--- src/rtl/rdv_pkg.sv ---
package rdv_pkg;

  // Strobes from the handshake control to the channel datapath
  typedef struct packed {
    logic txDrive;  // sender places its word on the channel this cycle
    logic rxLoad;   // receive register captures the channel this cycle
  } rdvStrobes_t;

endpackage

--- src/rtl/rdv_ctrl.sv ---
module rdv_ctrl
  import rdv_pkg::*;
#(
  parameter bit USE_RX = 1'b1,
  parameter bit USE_TX = 1'b1
) (
  input  logic        clk,
  input  logic        rstN,
  input  logic        rxStart,
  input  logic        txStart,
  output logic        inReady,
  output logic        outReady,
  output logic        syncFlag,
  output logic        rxFinish,
  output logic        txFinish,
  output rdvStrobes_t strobes
);

  logic rxActive;
  logic txActive;
  logic txMatch;

  // Receiving side: waits until the sender reports readiness
  generate
    if (USE_RX) begin : g_rx
      logic rxPend;
      always_ff @(posedge clk) begin
        if (!rstN) rxPend <= 1'b0;
        else       rxPend <= rxActive & ~outReady;
      end
      assign rxActive = rxStart | rxPend;
      assign syncFlag = rxActive & outReady;
      always_ff @(posedge clk) begin
        if (!rstN) rxFinish <= 1'b0;
        else       rxFinish <= syncFlag;
      end
    end else begin : g_noRx
      assign rxActive = 1'b0;
      assign syncFlag = 1'b0;
      assign rxFinish = 1'b0;
    end
  endgenerate

  assign inReady = rxActive;

  // Sending side: waits until the receiver reports a match
  generate
    if (USE_TX) begin : g_tx
      logic txPend;
      always_ff @(posedge clk) begin
        if (!rstN) txPend <= 1'b0;
        else       txPend <= txActive & ~syncFlag;
      end
      assign txActive = txStart | txPend;
      always_ff @(posedge clk) begin
        if (!rstN) txFinish <= 1'b0;
        else       txFinish <= txMatch;
      end
    end else begin : g_noTx
      assign txActive = 1'b0;
      assign txFinish = 1'b0;
    end
  endgenerate

  assign outReady = txActive;
  assign txMatch  = txActive & syncFlag;

  assign strobes.txDrive = txMatch;
  assign strobes.rxLoad  = syncFlag;

endmodule

--- src/rtl/rdv_datapath.sv ---
module rdv_datapath
  import rdv_pkg::*;
#(
  parameter int W = 8
) (
  input  logic        clk,
  input  logic        rstN,
  input  rdvStrobes_t strobes,
  input  logic [W-1:0] txValue,
  output logic [W-1:0] chanData,
  output logic [W-1:0] rxData
);

  // Each bus bit is gated by the sender's drive strobe
  for (genvar b = 0; b < W; b++) begin : g_gate
    assign chanData[b] = strobes.txDrive & txValue[b];
  end

  always_ff @(posedge clk) begin
    if (!rstN)               rxData <= '0;
    else if (strobes.rxLoad) rxData <= chanData;
  end

endmodule

--- src/rtl/rendezvous_link.sv ---
module rendezvous_link
  import rdv_pkg::*;
#(
  parameter int W      = 8,
  parameter bit USE_RX = 1'b1,
  parameter bit USE_TX = 1'b1
) (
  input  logic         clk,
  input  logic         rstN,
  input  logic         rxStart,
  input  logic         txStart,
  input  logic [W-1:0] txValue,
  output logic         inReady,
  output logic         outReady,
  output logic         syncFlag,
  output logic [W-1:0] chanData,
  output logic [W-1:0] rxData,
  output logic         rxFinish,
  output logic         txFinish
);

  rdvStrobes_t strobes;

  rdv_ctrl #(.USE_RX(USE_RX), .USE_TX(USE_TX)) u_ctrl (
    .clk     (clk),
    .rstN    (rstN),
    .rxStart (rxStart),
    .txStart (txStart),
    .inReady (inReady),
    .outReady(outReady),
    .syncFlag(syncFlag),
    .rxFinish(rxFinish),
    .txFinish(txFinish),
    .strobes (strobes)
  );

  rdv_datapath #(.W(W)) u_dp (
    .clk     (clk),
    .rstN    (rstN),
    .strobes (strobes),
    .txValue (txValue),
    .chanData(chanData),
    .rxData  (rxData)
  );

endmodule

--- config.mk ---
export PLATFORM = sky130hd
export DESIGN_NAME = rendezvous_link
export DESIGN_NICKNAME = d
export VERILOG_FILES = /design/src/rtl/rdv_pkg.sv /design/src/rtl/rdv_ctrl.sv /design/src/rtl/rdv_datapath.sv /design/src/rtl/rendezvous_link.sv
export SDC_FILE = /design/constraint.sdc
export NUM_CORES = 1
export LEC_CHECK = 0
export ABC_AREA = 1
export BUFFER_PORTS_ARGS = -buffer_cell sky130_fd_sc_hd__buf_2
export CAP_MARGIN = 15
export CORE_MARGIN = 5
export CORE_UTILIZATION = 36
export CTS_BUF_LIST = sky130_fd_sc_hd__clkbuf_8 sky130_fd_sc_hd__clkbuf_16
export DETAILED_ROUTE_END_ITERATION = 10
export PLACE_DENSITY = 0.71
export SETUP_SLACK_MARGIN = 0.4
export SLEW_MARGIN = 25
export SYNTH_ARGS = -nofsm -noshare
export SYNTH_HDL_FRONTEND = slang
export SYNTH_SLANG_ARGS = --single-unit
--- constraint.sdc ---
create_clock -name clk -period 0.8 [get_ports clk]
set_input_delay 0.04 -clock clk [delete_from_list [all_inputs] [get_ports clk]]
set_output_delay 0.04 -clock clk [all_outputs]
set_load 0.02 [all_outputs]
==> qor.yml <==
run_status:
  status: "complete, but fails checks"
  violations: "setup timing"
timing:
  tightest_slew_ps: 242
  setup_viol: 21
  maxSlewHeadroom_pct: 83.9
  hold_violations: 0
  slew_violations: 0
  grt_setup_unrepaired: "true"
  setup_slack_ps: -325
  skew_ps: 2.08
  timing.fmax_ghz: 0.889
  min_period_over_period_pct: 141
  min_period_ps: 1120
setup_path:
  crit_fanout: 5
  r2r_slack_ps: -300
  critPathArrivalTime_ps: 1080
  cp.required_ps: 760
  max_stage_delay_ps: 320
  cp-end-kind: "primary output"
  cp_cell_sequence: "inv_2 -> nand2_4 -> buf_12 -> nand3_4 -> inv_2 -> buf_6"
  cpMostUsedCell: "inv_2"
  worstSetupStartpointType: "register"
  r2r_cells: 7
  path_class: "reg -> out"
  slowest_stage: "dfxtp_2"
global_route:
  grt_pass1_wl_mm: 2.48
  grtUsageTotal_pct: 13.5
  grt_max_degree: 11
  grt.overflow.total: 0
  antenna_found_initial: 0
  grt_pass1_vias: 584
detailed_routing:
  drtIter0Drc: 6
  wire_per_inst_um: 12.2
  vias_per_cell: 4.52
  finalWirelength_mm: 1.50
  vias: 556
  firstDrtPassIters: 4
  ant_nets: 0
  drc_errors: 0
worst_hold_path:
  hp-class: "in -> reg"
  min_path_cells: 3
die:
  die_h_um: 48.7
  die_x_um: 48.7
  placementRows: 14
  ios: 33
  floorplan.initialDensity_pct: 37.0
  dieArea_um2: 2370
  fp.coreArea_um2: 1450
layout:
  nets: 120
  layout_commonest_cell: "buf_6"
  multi_input_area_um2: 284
  fin_area_um2: 1100
  final_cell_mix: "buf_6, inv_2, buf_2"
  utilization_pct: 75.5
  regArea_um2: 236
  areaGrowthSynthToFinish_pct: 104
  n_antenna_cell: 0
  drive_above_1_share_pct: 85.0
  n_fill_cell: 108
synthesis:
  yosysUniqueCellTypes: 15
  synth_area_um2: 538
  ys_ff_latch: 11
  synth_fp_nets: 72
  yosys_warnings: 0
  synth_area_per_cell_um2: 8.97
  syn_inst: 60
  ys_seq_area_share_pct: 40.9
pwr:
  leakage_nw: 0.530
  p_total_mw: 1.69
  powerDensity_nw_per_um2: 1540
  p_seq_share_pct: 36.0
  switching_power_mw: 0.486
  power_frac_comb_pct: 32.9
  peakVddDrop_v: 0.00106
  swShare_pct: 28.8
  p_clk_share_pct: 31.1
  internal_power_mw: 1.20
placed_design:
  hpwl_mm: 1.01
  port_buffers: 32
  gp_congestion: 0.640
  dp_slack_ps: -149
  postPlaceCellArea_um2: 827
clock_network:
  insertion_delay_ps: 230
  cts_sinks: 11
  cts_buffer_depth: 2
  cts_tree: "yes"
  clk_pin_slew_ps: 50
  htree_levels: 1
  cts_root_buffer: "clkbuf_8"
  ctsHoldBuffers: 0
  cts_buffers: 3
flow_run:
  max_cap_violations: 0
worst paths after layout:
kind                                    startpoint                 end
worst min-delay path                          rstN  u_ctrl.g_rx.rxPend
worst max register to register  u_ctrl.g_tx.txPend      u_dp.rxData[7]
worst min register to register      u_dp.rxData[2]      u_dp.rxData[2]
worst max-delay path            u_ctrl.g_rx.rxPend         chanData[4]
metrics by stage:
stage | std cells | setup TNS [ps] | hold WS, ps
detailed placement | 111 | -1800 | 293
CTS | 121 | -4650 | 44.4
finish | 123 | -4590 | 58.3
floorplan | 60 | -155 | 154
global placement | 111 | -1510 | 289
global route | 123 | -5850 | 58.5
cells in the mapped netlist, drive strengths merged:
library cell  instances  share of area [%]
nor2                  3                2.1
buf                   3                7.2
a21oi                 8                 12
inv                  14                9.8
nand2                13                 12
nand3                 8                 15
dfxtp                11                 41
repair_timing:
action                                  in CTS  in global routing
pin swaps                                    6                  5
cloned                                       0                  0
endpoints found under the setup margin      32                 32
buffers inserted                             6                  2
gates resized for setup                     51                  3
layout make-up:
type	count	share of cell area, %
clock inverter	1	0.342
tap	16	1.82
timing repair buffer	46	41.8
inverter	14	4.79
multi-input combinational	32	25.9
sequential	11	21.6
clock buffer	3	3.76
logic make-up after synthesis:
kind of cell | after synthesis | share of synthesized area [%]
compound gates | 8 | 12.3
buf+inv | 17 | 17.0
flops | 11 | 40.9
simple gates | 24 | 29.8
power groups by stage:
| stage | Clock [mW] | Sequential, mW | Combinational [mW] |
|---|---|---|---|
| 6_report | 0.526 | 0.607 | 0.556 |
| 5_1_grt | 0.576 | 0.610 | 0.593 |
| 3_3_place_gp | 0 | 0.604 | 0.426 |
| 2_1_floorplan | 0 | 0.639 | 0.241 |
| 3_5_place_dp | 0 | 0.606 | 0.428 |
| 4_1_cts | 0.550 | 0.606 | 0.537 |
critical path: cells and delay by family, from the launching register on:
family | cells | cell delay [ps]
buffers and inverters | 4 | 350
DFF | 1 | 320
and+or+nand+nor | 2 | 190
sequential cells by signal (all words and copies together), names as in the netlist:
| register | cells |
|---|---|
| u_ctrl.g_tx.txPend | 1 |
| u_ctrl.txFinish | 1 |
| u_ctrl.g_rx.rxPend | 1 |
| u_dp.rxData | 8 |
layer usage:
layer	part of all wire [%]	global-route usage (%)
met1	33	12.8
met2	57	25.4
met3	6.3	1.53
met4	3.1	10.8
met5	0	0
Power figures use the tool's default switching activity.
